[src/rtl/stx_pkg.sv]
package stx_pkg;
  typedef enum logic {
    ST_IDLE = 1'b0,
    ST_SEND = 1'b1
  } stx_state_e;

  localparam int unsigned PAR_NONE = 0;
  localparam int unsigned PAR_EVEN = 1;
  localparam int unsigned PAR_ODD  = 2;
endpackage

[src/rtl/stx_baud.sv]
// Counts oversampling ticks inside one bit and flags the tick that closes it.
module stx_baud #(
  parameter int unsigned OVS = 16
) (
  input  logic clk,
  input  logic rst_n,
  input  logic clr_i,
  input  logic tick_i,
  output logic bit_end_o
);
  localparam int unsigned CW = (OVS > 1) ? $clog2(OVS) : 1;
  localparam logic [CW-1:0] LAST = CW'(OVS - 1);

  logic [CW-1:0] cnt_q, cnt_d;

  always_comb begin
    cnt_d = cnt_q;
    if (clr_i) begin
      cnt_d = '0;
    end else if (tick_i) begin
      cnt_d = (cnt_q == LAST) ? '0 : cnt_q + 1'b1;
    end
  end

  always_ff @(posedge clk or negedge rst_n) begin
    if (!rst_n) begin
      cnt_q <= '0;
    end else begin
      cnt_q <= cnt_d;
    end
  end

  assign bit_end_o = !clr_i && tick_i && (cnt_q == LAST);
endmodule

[src/rtl/stx_frame.sv]
// Frame sequencer: builds the frame word and shifts it out LSB first.
module stx_frame
  import stx_pkg::*;
#(
  parameter int unsigned DATA_W = 8,
  parameter int unsigned PARITY = PAR_NONE
) (
  input  logic              clk,
  input  logic              rst_n,
  input  logic              en_i,
  input  logic              load_i,
  input  logic [DATA_W-1:0] data_i,
  input  logic              bit_end_i,
  output logic              idle_o,
  output logic              serial_o
);
  localparam int unsigned PAR_W   = (PARITY != PAR_NONE) ? 1 : 0;
  localparam int unsigned FRAME_W = DATA_W + PAR_W + 2;
  localparam int unsigned LW      = $clog2(FRAME_W + 1);

  stx_state_e         state_q, state_d;
  logic [FRAME_W-1:0] sreg_q, sreg_d;
  logic [LW-1:0]      left_q, left_d;
  logic [FRAME_W-1:0] frame_word;

  generate
    if (PAR_W != 0) begin : g_par
      logic par_bit;
      assign par_bit    = (^data_i) ^ (PARITY == PAR_ODD);
      assign frame_word = {1'b1, par_bit, data_i, 1'b0};
    end else begin : g_nopar
      assign frame_word = {1'b1, data_i, 1'b0};
    end
  endgenerate

  always_comb begin
    state_d = state_q;
    sreg_d  = sreg_q;
    left_d  = left_q;
    if (!en_i) begin
      state_d = ST_IDLE;
      sreg_d  = '1;
      left_d  = '0;
    end else begin
      case (state_q)
        ST_IDLE: begin
          if (load_i) begin
            state_d = ST_SEND;
            sreg_d  = frame_word;
            left_d  = LW'(FRAME_W);
          end
        end
        ST_SEND: begin
          if (bit_end_i) begin
            sreg_d = {1'b1, sreg_q[FRAME_W-1:1]};
            left_d = left_q - 1'b1;
            if (left_q == LW'(1)) begin
              state_d = ST_IDLE;
            end
          end
        end
        default: state_d = ST_IDLE;
      endcase
    end
  end

  always_ff @(posedge clk or negedge rst_n) begin
    if (!rst_n) begin
      state_q <= ST_IDLE;
      sreg_q  <= '1;
      left_q  <= '0;
    end else begin
      state_q <= state_d;
      sreg_q  <= sreg_d;
      left_q  <= left_d;
    end
  end

  assign idle_o   = (state_q == ST_IDLE);
  assign serial_o = sreg_q[0];
endmodule

[src/rtl/stx_pinmux.sv]
// Selects who owns the pin: shift logic when enabled, override bits otherwise.
module stx_pinmux (
  input  logic en_i,
  input  logic serial_i,
  input  logic ovr_level_i,
  input  logic ovr_oe_i,
  output logic txd_o,
  output logic txd_oe_o
);
  always_comb begin
    if (en_i) begin
      txd_o    = serial_i;
      txd_oe_o = 1'b1;
    end else begin
      txd_o    = ovr_level_i;
      txd_oe_o = ovr_oe_i;
    end
  end
endmodule

[src/rtl/serial_tx_pinctl.sv]
module serial_tx_pinctl
  import stx_pkg::*;
#(
  parameter int unsigned DATA_W = 8,
  parameter int unsigned OVS    = 16,
  parameter int unsigned PARITY = PAR_NONE
) (
  input  logic              clk,
  input  logic              rst_n,
  input  logic              tick_i,
  input  logic              tx_en_i,
  input  logic              ovr_level_i,
  input  logic              ovr_oe_i,
  input  logic [DATA_W-1:0] data_i,
  input  logic              valid_i,
  output logic              ready_o,
  output logic              txd_o,
  output logic              txd_oe_o
);
  logic idle;
  logic load;
  logic bit_end;
  logic serial;
  logic baud_clr;

  assign ready_o  = tx_en_i && idle;
  assign load     = valid_i && ready_o;
  assign baud_clr = !tx_en_i || load;

  stx_baud #(
    .OVS (OVS)
  ) u_baud (
    .clk       (clk),
    .rst_n     (rst_n),
    .clr_i     (baud_clr),
    .tick_i    (tick_i),
    .bit_end_o (bit_end)
  );

  stx_frame #(
    .DATA_W (DATA_W),
    .PARITY (PARITY)
  ) u_frame (
    .clk       (clk),
    .rst_n     (rst_n),
    .en_i      (tx_en_i),
    .load_i    (load),
    .data_i    (data_i),
    .bit_end_i (bit_end),
    .idle_o    (idle),
    .serial_o  (serial)
  );

  stx_pinmux u_pinmux (
    .en_i        (tx_en_i),
    .serial_i    (serial),
    .ovr_level_i (ovr_level_i),
    .ovr_oe_i    (ovr_oe_i),
    .txd_o       (txd_o),
    .txd_oe_o    (txd_oe_o)
  );
endmodule

[config.mk]
export PLATFORM = sky130hd
export DESIGN_NAME = serial_tx_pinctl
export DESIGN_NICKNAME = d
export VERILOG_FILES = /design/src/rtl/stx_pkg.sv /design/src/rtl/stx_baud.sv /design/src/rtl/stx_frame.sv /design/src/rtl/stx_pinmux.sv /design/src/rtl/serial_tx_pinctl.sv
export SDC_FILE = /design/constraint.sdc
export NUM_CORES = 1
export LEC_CHECK = 0
export ABC_AREA = 1
export BUFFER_PORTS_ARGS = -buffer_cell sky130_fd_sc_hd__buf_2
export CAP_MARGIN = 20
export CORE_ASPECT_RATIO = 1.2
export CORE_UTILIZATION = 23
export DETAILED_ROUTE_END_ITERATION = 8
export PLACE_DENSITY = 0.42
export SLEW_MARGIN = 20
export SYNTH_ARGS = -nofsm -noshare
export SYNTH_HDL_FRONTEND = slang
export SYNTH_SLANG_ARGS = --single-unit
[constraint.sdc]
create_clock -name clk -period 2.1 [get_ports clk]
set_clock_uncertainty 0.05 [all_clocks]
set_input_delay 0.21 -clock clk [delete_from_list [all_inputs] [get_ports clk]]
set_output_delay 0.21 -clock clk [all_outputs]
set_load 0.05 [all_outputs]
==> summary.md, run 1 <==
| Metric | Value |
|---|---|
| Worst IR drop on VDD | 0.469 mV |
| Mapped Cells | 141 |
| Vias in the first global route | 948 |
| Core Area | 4330 sq um |
| Final setup fails | 0 |
| Die width | 63.6 microns |
| Register area share after synthesis | 0.440 |
| Starting Density | 0.242 |
| CP Class | reg2reg |
| CP Cell Sequence | ha_1 -> nand2_1 -> nor2_1 -> nand3_2 -> nand2_2 -> nand2_2 -> nand2_1 -> nand2_1 |
| Area growth from synthesis to layout | 20.2% |
| Worst-Margin Slew | 0.413 ns |
| GRT Util Overall | 0.110 |
| CTS tree | done |
| Drt initial violations | 40 |
| Initial antenna violation count | 0 |
| Delay-heaviest family, CP | simple AND/OR/NAND/NOR gates |
| Final Hold Viols | 0 |
| Ys Warns | 0 |
| Commonest non-fill, non-tap cell in the layout | nand2_1 |
| Via count of the routed design | 919 |
| Cell variety after synth | 22 |
| Fmax | 639 MHz |
| Most frequent cells in the layout | 57 x nand2_1, 24 x nand3_1, 17 x buf_2 |
| Cell area after synthesis | 1050 sq um |
| Routed Antenna Nets | 0 |
| Hold buffers post-CTS | 1 |
| Period utilisation layout | 0.745 |
| Die area | 4830 sq um |
| CP Capture Type | flop |
| DRC Markers | 0 |
| Final WL | 2410 microns |
| Synth Area per Inst | 7.44 sq um |
| Post-cts resize count | 0 |
| Critical path required time | 2.20 ns |
| CP bufs+invs | 0 |
| Startpoint types | flop |
| Overall power | 0.00152 W |
| Most used cell, CP | nand2_1 |
| Slew Limit Fails | 0 |
| Slowest cell on the critical path | dfrtp_1 |
| Clk_lat worst skew | 0.26 ns |
| First drt pass iteration count | 4 |
| Routed len/inst | 11.1 microns |
| Routability Congestion | 0.693 |
| Worst Hold Class | in2reg |
| PortBufs | 17 |
| Fraction of layout cells with a size suffix above 1 | 0.248 |
| First-pass GRT wire length | 4200 microns |
| Clock transition at path regs | 0.07 ns |
| Routed vias/inst | 4.24 |
| Maximum buffer depth of the clock tree | 2 |
| Max_cap viols | 0 |
| Register bit total from synthesis | 18 |
| Crit-path max FO | 13 |
| Root Driver | clkbuf_8 |
| I/O pin count | 18 |
| Crit path largest cell delay | 0.40 ns |
| Min cycle time layout | 1.56 ns |
| Setup TNS | 0 ns |
| Worst EP arrival | 1.66 ns |
| Synthesized Nets | 159 |
| RSZ-0062 raised after global routing | false |
| Final-stage net count | 180 |
| Setup Fix Bufs, Post-CTS | 0 |
| Htree depth | 1 |
| Status | finished, final reports clean |
| Antenna diodes | 0 |
| Std cell rows | 26 |
| Slew HR | 0.724 |
| Post-DP HPWL | 1750 microns |
| Leakage | 0.643 nW |
| Pwr Density | 1210 nW/um^2 |
| Remaining Overflow, GRT | 0 |
| Largest net degree at the start of global routing | 19 |
| Die H | 76.0 microns |
| Sink Count | 18 |
| Cts bufs inserted | 3 |
[area by class of cell]
cell class	count	area, sq um
Fill cell	474	3070
Multi-Input combinational cell	107	514
Sequential cell	18	462
Timing Repair Buffer	21	118
Tap cell	56	70.1
Clock buffer	4	55.1
Inverter	11	41.3
[registers in the layout, summed over array words and instances, names as in the netlist]
register,count
u_baud.cnt_q,4
u_frame.sreg_q,9
u_frame.state_q,1
u_frame.left_q,4
[worst paths after layout]
kind | start | to | slack, ns | cells after the start
worst min register to register | u_frame.sreg_q[1] | u_frame.sreg_q[1] | 0.41 | 2
worst min-delay path | valid_i | u_frame.state_q | 0.20 | 3
worst max-delay path | u_baud.cnt_q[0] | u_frame.left_q[0] | 0.54 | 8
max in group asynchronous | rst_n | u_frame.sreg_q[2] | 1.30 | 2
worst max register to register | u_baud.cnt_q[0] | u_frame.left_q[0] | 0.54 | 8
min in group asynchronous | rst_n | u_frame.left_q[3] | 0.38 | 2
[cell families (layout without fill, tap and decap cells)]
family,after synthesis,count (layout),share of synthesized area
xor+xnor,3,3,0.0251
simple gates,96,96,0.389
mux,1,1,0.00955
flops,18,18,0.440
fa+ha+maj,3,3,0.0358
compound gates,4,4,0.0310
buf+inv,16,36,0.0692
[cell usage after synthesis, drive strengths merged]
| cell | number | area (sq um) |
|---|---|---|
| or2 | 1 | 6.26 |
| dfstp | 9 | 236 |
| o22ai | 1 | 6.26 |
| nor2 | 10 | 37.5 |
| nand3b | 1 | 7.51 |
| xor2 | 2 | 17.5 |
| a21oi | 3 | 26.3 |
| xnor2 | 1 | 8.76 |
| mux2i | 1 | 10.0 |
| buf | 3 | 23.8 |
| ha | 3 | 37.5 |
| inv | 11 | 41.3 |
| clkbuf | 2 | 7.51 |
| nand3 | 25 | 130 |
| dfrtp | 9 | 225 |
| nand2 | 59 | 226 |
[per-stage QoR]
stage	util	hold WS (ns)	std cells	setup slack, ns	cell area (sq um)
after global placement	0.276	0.127	212	0.544	1190
after CTS	0.291	0.194	217	0.535	1260
after global routing	0.291	0.220	217	0.367	1260
after floorplan	-	-0.136	141	0.172	1050
after detailed placement	0.276	0.123	212	0.523	1190
final	0.291	0.195	217	0.535	1260
[tightest hold or removal path: stages]
cell	delay [ns]
buf_2	0.12
nand2_1	0.06
nand3_1	0.07
[report_power, final]
group / leakage, nW / total, W / switching [W] / internal [W]
logic: 0.402 / 0.000598 / 0.000376 / 0.000222
clock network: 0.0288 / 0.000290 / 0.000123 / 0.000167
registers: 0.213 / 0.000631 / 0.0000912 / 0.000540
total: 0.643 / 0.00152 / 0.000590 / 0.000928
[layer usage]
metal	global-route usage	routed length (microns)
met4	0.0545	46
met1	0.146	1240
met3	0.0196	87
met5	0	0
met2	0.170	1030
(Power assumes the default switching activity.)
==> inputs of run 2 (changes only) <==
--- a/config.mk
+++ b/config.mk
@@ -11,7 +11,7 @@
 export CORE_ASPECT_RATIO = 1.2
 export CORE_UTILIZATION = 23
 export DETAILED_ROUTE_END_ITERATION = 8
-export PLACE_DENSITY = 0.42
+export PLACE_DENSITY = 0.44
 export SLEW_MARGIN = 20
 export SYNTH_ARGS = -nofsm -noshare
 export SYNTH_HDL_FRONTEND = slang
==> constraint.sdc (replaced) <==
create_clock -name clk -period 1.3 [get_ports clk]
set_clock_uncertainty 0.05 [all_clocks]
set_input_delay 0.13 -clock clk [delete_from_list [all_inputs] [get_ports clk]]
set_output_delay 0.13 -clock clk [all_outputs]
set_load 0.05 [all_outputs]
==> summary.md, run 2 (synthesized netlist as in run 1, its figures left out) <==
| Metric | Value |
|---|---|
| GRT Util Overall | 0.109 (-0.000869) |
| Final-stage net count | 188 (+4.4%) |
| Crit-path max FO | 13 (unchanged) |
| Inst Count DP | 220 (+3.8%) |
| Fraction of layout cells with a size suffix above 1 | 0.325 (+0.0770) |
| Die H | 76.0 microns (unchanged) |
| Initial antenna violation count | 0 (unchanged) |
| FF+latch area | 462 sq um (unchanged) |
| Die area | 4830 sq um (unchanged) |
| Routed Antenna Nets | 0 (unchanged) |
| Worst-Margin Slew | 0.419 ns (+0.00559 ns) |
| Clk_lat worst skew | 0.25 ns (about the same) |
| Pwr Density | 1900 nW/um^2 (+57%) |
| FILL cells | 455 (-4.0%) |
| Most flops, register | u_frame.sreg_q |
| Routed vias/inst | 4.37 (+3.3%) |
| Failing checks | negative setup slack |
| Slew Limit Fails | 0 (unchanged) |
| Final Hold Viols | 0 (unchanged) |
| Critical path required time | 1.40 ns (-0.80 ns) |
| Sink Count | 18 (unchanged) |
| Std cell rows | 26 (unchanged) |
| Clock transition at path regs | 0.07 ns (about the same) |
| Post-DP HPWL | 1730 microns (-0.85%) |
| Post-route insts no fill | 225 (+3.7%) |
| Routability Congestion | 0.729 (+5.3%) |
| Fmax | 768 MHz (+20%) |
| Worst Hold Class | in2reg |
| Setup TNS | -0.00236 ns (-0.00236 ns) |
| CTS tree | done |
| Routed len/inst | 10.9 microns (-1.4%) |
| Vias in the first global route | 945 (-0.32%) |
| Final Worst Setup Slack | -0.00236 ns (-0.538 ns) |
| Period utilisation layout | 1.00 (+0.257) |
| CP Capture Type | flop |
| Area growth from synthesis to layout | 33.2% |
| Status | complete, but fails checks |
| Worst EP arrival | 1.40 ns (-0.26 ns) |
| Remaining Overflow, GRT | 0 (unchanged) |
| Min cycle time layout | 1.30 ns (-0.262 ns) |
| Overall power | 0.00265 W (+74%) |
| Worst IR drop on VDD | 0.752 mV (+61%) |
| Area occupied by multi-input gates | 554 sq um (+7.8%) |
| Most frequent cells in the layout | 54 x nand2_1, 23 x nand3_1, 15 x buf_2 |
| Commonest non-fill, non-tap cell in the layout | nand2_1 |
| Max_cap viols | 0 (unchanged) |
| Root Driver | clkbuf_8 |
| I/O pin count | 18 (unchanged) |
| Final setup fails | 1 (+1) |
| Final WL | 2460 microns (+2.2%) |
| Leakage | 0.702 nW (+9.1%) |
| First drt pass iteration count | 4 (unchanged) |
| Setup Fix Bufs, Post-CTS | 0 (unchanged) |
| DRC Markers | 0 (unchanged) |
| Htree depth | 1 (unchanged) |
| Maximum buffer depth of the clock tree | 2 (unchanged) |
| Core Area | 4330 sq um (unchanged) |
| Starting Density | 0.242 (unchanged) |
| Slew HR | 0.721 (-0.00373) |
| PortBufs | 17 (unchanged) |
| CP Class | reg2reg |
| Layout Utilization | 0.323 (+0.0315) |
| Die width | 63.6 microns (unchanged) |
| Startpoint types | flop |
| Drt initial violations | 29 (-28%) |
| Largest net degree at the start of global routing | 19 (unchanged) |
| Via count of the routed design | 984 (+7.1%) |
| Top Registers | u_frame.sreg_q x9, u_baud.cnt_q x4, u_frame.left_q x4 |
| Antenna diodes | 0 (unchanged) |
| First-pass GRT wire length | 4170 microns (-0.50%) |
| RSZ-0062 raised after global routing | true |
| Largest register FFs | 9 (unchanged) |
| WHS | 0.120 ns (-0.0749 ns) |
| Cts bufs inserted | 3 (unchanged) |
-- run 2: critical path, stage by stage (launching register included) --
cell	delay, ns
dfrtp_1	0.36
ha_2	0.19
nand2_2	0.06
nor2_4	0.09
nand3_2	0.10
nand2_4	0.10
nand2_4	0.12
nand2_1	0.08
nand2_1	0.05
-- run 2: metal layers --
| layer | global-route usage | vias to the layer above | wire, microns |
|---|---|---|---|
| met5 | 0 | - | 0 |
| met4 | 0.0545 | 0 | 25 |
| met3 | 0.0166 | 2 | 107 |
| met2 | 0.170 | 23 | 1140 |
| met1 | 0.146 | 458 | 1190 |
| li1 | - | 501 | - |
-- run 2: final timing paths --
path                                     end               from  cells after the start  slack (ns)
min in group asynchronous  u_frame.left_q[1]              rst_n                      2        0.28
hold reg to reg            u_frame.sreg_q[1]  u_frame.sreg_q[1]                      2        0.40
max in group asynchronous  u_frame.sreg_q[7]              rst_n                      2        0.59
setup / recovery           u_frame.left_q[3]    u_baud.cnt_q[0]                      8      -0.002
hold / removal               u_frame.state_q            valid_i                      3        0.12
setup reg to reg           u_frame.left_q[3]    u_baud.cnt_q[0]                      8      -0.002
-- run 2: power breakdown --
part	leakage [nW]	switching, W	internal (W)
Sequential	0.213	0.000153	0.000872
Clock	0.0288	0.000199	0.000269
Combinational	0.460	0.000661	0.000493
-- run 2: timing repair --
| item | in CTS | in global routing |
|---|---|---|
| pin swaps | 1 | 2 |
| endpoints found under the setup margin | 15 | 16 |
| gates resized for setup | 8 | 7 |
| endpoints found under the hold margin | 9 | 0 |
| hold buffers | 1 | 0 |
-- run 2: final cells by class --
| cell class | instances | share of cell area |
|---|---|---|
| timing repair buffer | 29 | 0.153 |
| tap | 56 | 0.0502 |
| inverter | 11 | 0.0296 |
| multi-input combinational | 107 | 0.397 |
| sequential | 18 | 0.331 |
| clock buffer | 4 | 0.0394 |
-- run 2: per-stage QoR --
step / area, sq um / worst slack (ns)
3_3_place_gp: 1280 / -0.0359
4_1_cts: 1370 / -0.00335
6_report: 1400 / -0.00236
5_1_grt: 1400 / -0.114
3_5_place_dp: 1280 / -0.0836
2_1_floorplan: 1060 / -0.0580
==> inputs of run 3 (changes only) <==
--- a/config.mk
+++ b/config.mk
@@ -11,7 +11,7 @@
 export CORE_ASPECT_RATIO = 1.2
 export CORE_UTILIZATION = 23
 export DETAILED_ROUTE_END_ITERATION = 8
-export PLACE_DENSITY = 0.44
+export PLACE_DENSITY = 0.46
 export SLEW_MARGIN = 20
 export SYNTH_ARGS = -nofsm -noshare
 export SYNTH_HDL_FRONTEND = slang
==> summary.md, run 3 (synthesized netlist as in run 1, its figures left out) <==
| Metric | Value |
|---|---|
| Status | complete, but fails checks |
| Failing checks | negative setup slack |
| Pwr Density | 1890 nW/um^2 (-0.41%) |
| Crit path largest cell delay | 0.36 ns (about the same) |
| Final Cell Area | 1470 sq um (+5.1%) |
| Final Worst Setup Slack | -0.0302 ns (-0.0278 ns) |
| Hold Crit Depth | 3 (unchanged) |
| FILL cells | 444 (-2.4%) |
| Htree depth | 1 (unchanged) |
| Slew Limit Fails | 0 (unchanged) |
| Worst Hold Path EP | u_frame.state_q |
| Clk_lat worst skew | 0.25 ns (about the same) |
| Starting Density | 0.242 (unchanged) |
| Drt initial violations | 35 (+21%) |
| Crit path launch | u_baud.cnt_q[0] |
| Worst EP arrival | 1.48 ns (+0.08 ns) |
| I/O pin count | 18 (unchanged) |
| Final-stage net count | 190 (+1.1%) |
| Min cycle time layout | 1.33 ns (+0.0278 ns) |
| Crit-path max FO | 7 (-6) |
| Remaining Overflow, GRT | 0 (unchanged) |
| Fmax | 752 MHz (-2.1%) |
| Std cell rows | 26 (unchanged) |
| Die H | 76.0 microns (unchanged) |
| Layout Utilization | 0.339 (+0.0165) |
| Area after DPL | 1280 sq um (+0.59%) |
| Maximum buffer depth of the clock tree | 2 (unchanged) |
| DRC Markers | 0 (unchanged) |
| R2R Path Start | u_baud.cnt_q[0] |
| Routed len/inst | 11.5 microns (+5.1%) |
| Most frequent cells in the layout | 54 x nand2_1, 15 x nand3_1, 15 x buf_2 |
| Slowest cell on the critical path | dfrtp_1 |
| CP Cell Sequence | ha_2 -> nand2_2 -> nor2_4 -> nand3_2 -> nand2_4 -> buf_6 -> nand3_1 -> nand2_1 |
| WHS | 0.120 ns (-0.000773 ns) |
| R2R setup slack | -0.03 ns (-0.03 ns) |
| Final setup fails | 14 (+13) |
| GRT Util Overall | 0.118 (+0.00833) |
| Largest net degree at the start of global routing | 19 (unchanged) |
| PortBufs | 17 (unchanged) |
| Sink Count | 18 (unchanged) |
| Top Registers | u_frame.sreg_q x9, u_baud.cnt_q x4, u_frame.left_q x4 |
| Die width | 63.6 microns (unchanged) |
| First-pass GRT wire length | 4510 microns (+8.1%) |
| Worst-Margin Slew | 0.417 ns (-0.00243 ns) |
| Via count of the routed design | 990 (+0.61%) |
| Initial antenna violation count | 0 (unchanged) |
| Routed Antenna Nets | 0 (unchanged) |
| Period utilisation layout | 1.02 (+0.0214) |
| Largest register FFs | 9 (unchanged) |
| Vias in the first global route | 1,026 (+8.6%) |
| Critical path required time | 1.45 ns (+0.05 ns) |
| Most flops, register | u_frame.sreg_q |
| Routability Congestion | 0.750 (+2.8%) |
| Hold Crit Start | valid_i |
| Commonest non-fill, non-tap cell in the layout | nand2_1 |
| Clock transition at path regs | 0.07 ns (about the same) |
| Slew HR | 0.722 (+0.00162) |
| Fraction of layout cells with a size suffix above 1 | 0.380 (+0.0547) |
| Worst Hold Class | in2reg |
| Startpoint types | flop |
| CP bufs+invs | 1 (+1) |
| Core Area | 4330 sq um (unchanged) |
| Delay-heaviest family, CP | simple AND/OR/NAND/NOR gates |
| Max_cap viols | 0 (unchanged) |
| Leakage | 0.740 nW (+5.5%) |
| RR Endpoint | u_frame.sreg_q[0] |
| Post-DP HPWL | 1840 microns (+6.0%) |
| Antenna diodes | 0 (unchanged) |
| Dpl ws | -0.101 ns (-0.0173 ns) |
| Overall power | 0.00277 W (+4.7%) |
| RSZ-0062 raised after global routing | true |
| Cts bufs inserted | 3 (unchanged) |
| Die area | 4830 sq um (unchanged) |
| Final Hold Viols | 0 (unchanged) |
| Root Driver | clkbuf_8 |
| Final WL | 2610 microns (+6.1%) |
| Area growth from synthesis to layout | 40.0% |
| CP Class | reg2reg |
| CP Capture Type | flop |
| Worst IR drop on VDD | 0.714 mV (-5.1%) |
| First drt pass iteration count | 4 (unchanged) |
| CTS tree | done |
| Reg2Reg Depth | 8 (unchanged) |
| Routed vias/inst | 4.36 (-0.28%) |
-- run 3: changes by cell type in the layout (fill, tap and decap cells not counted), sizes merged --
cell	previous run	this run
buf	28	30
-- run 3: how the worst max path moves through the flow --
stage | end | slack [ns] | depth (start not counted)
5_1_grt | u_frame.sreg_q[5] | -0.12 | 8
4_1_cts | u_frame.left_q[3] | -0.02 | 8
3_3_place_gp | u_frame.left_q[2] | -0.04 | 8
3_5_place_dp | u_frame.left_q[3] | -0.10 | 8
2_1_floorplan | u_frame.left_q[0] | -0.06 | 8
6_report | u_frame.sreg_q[0] | -0.03 | 8
-- run 3: power by group --
group	internal (W)	total (W)	switching, W	leakage [nW]
Combinational	0.000555	0.00129	0.000734	0.498
Sequential	0.000873	0.00102	0.000149	0.213
Clock	0.000269	0.000460	0.000191	0.0288
Total	0.00170	0.00277	0.00107	0.740
-- run 3: cell type report --
cell class	count	area (sq um)	share of cell area
multi-input combinational	107	603	0.411
sequential	18	462	0.315
clock buffer	4	55.1	0.0375
timing repair buffer	31	236	0.161
inverter	11	41.3	0.0281
tap	56	70.1	0.0477
-- run 3: per-layer routing --
| layer | wire, microns | global-route usage |
|---|---|---|
| met5 | 0 | 0 |
| met4 | 25 | 0.0614 |
| met3 | 85 | 0.0181 |
| met2 | 1380 | 0.206 |
| met1 | 1120 | 0.135 |
-- run 3: worst register-to-register path: cells and delay by family, from the launching register on --
kind | cells | cell delay, ns
and+or+nand+nor | 6 | 0.52
buffers and inverters | 1 | 0.15
adders and majority gates | 1 | 0.20
DFF | 1 | 0.36
-- run 3: per-stage QoR --
step | std cells | setup TNS, ns
finish | 227 | -0.201
global route | 227 | -1.47
CTS | 227 | -0.0553
detailed placement | 221 | -1.01
global placement | 221 | -0.196
floorplan | 141 | -0.352
-- run 3: timing repair --
| item | CTS | global route |
|---|---|---|
| resized for setup | 9 | 17 |
| hold buffers | 1 | 0 |
| buffers inserted | 1 | 0 |
| endpoints found under the hold margin | 9 | 0 |
| endpoints found under the setup margin | 16 | 16 |
| pin swaps | 0 | 14 |
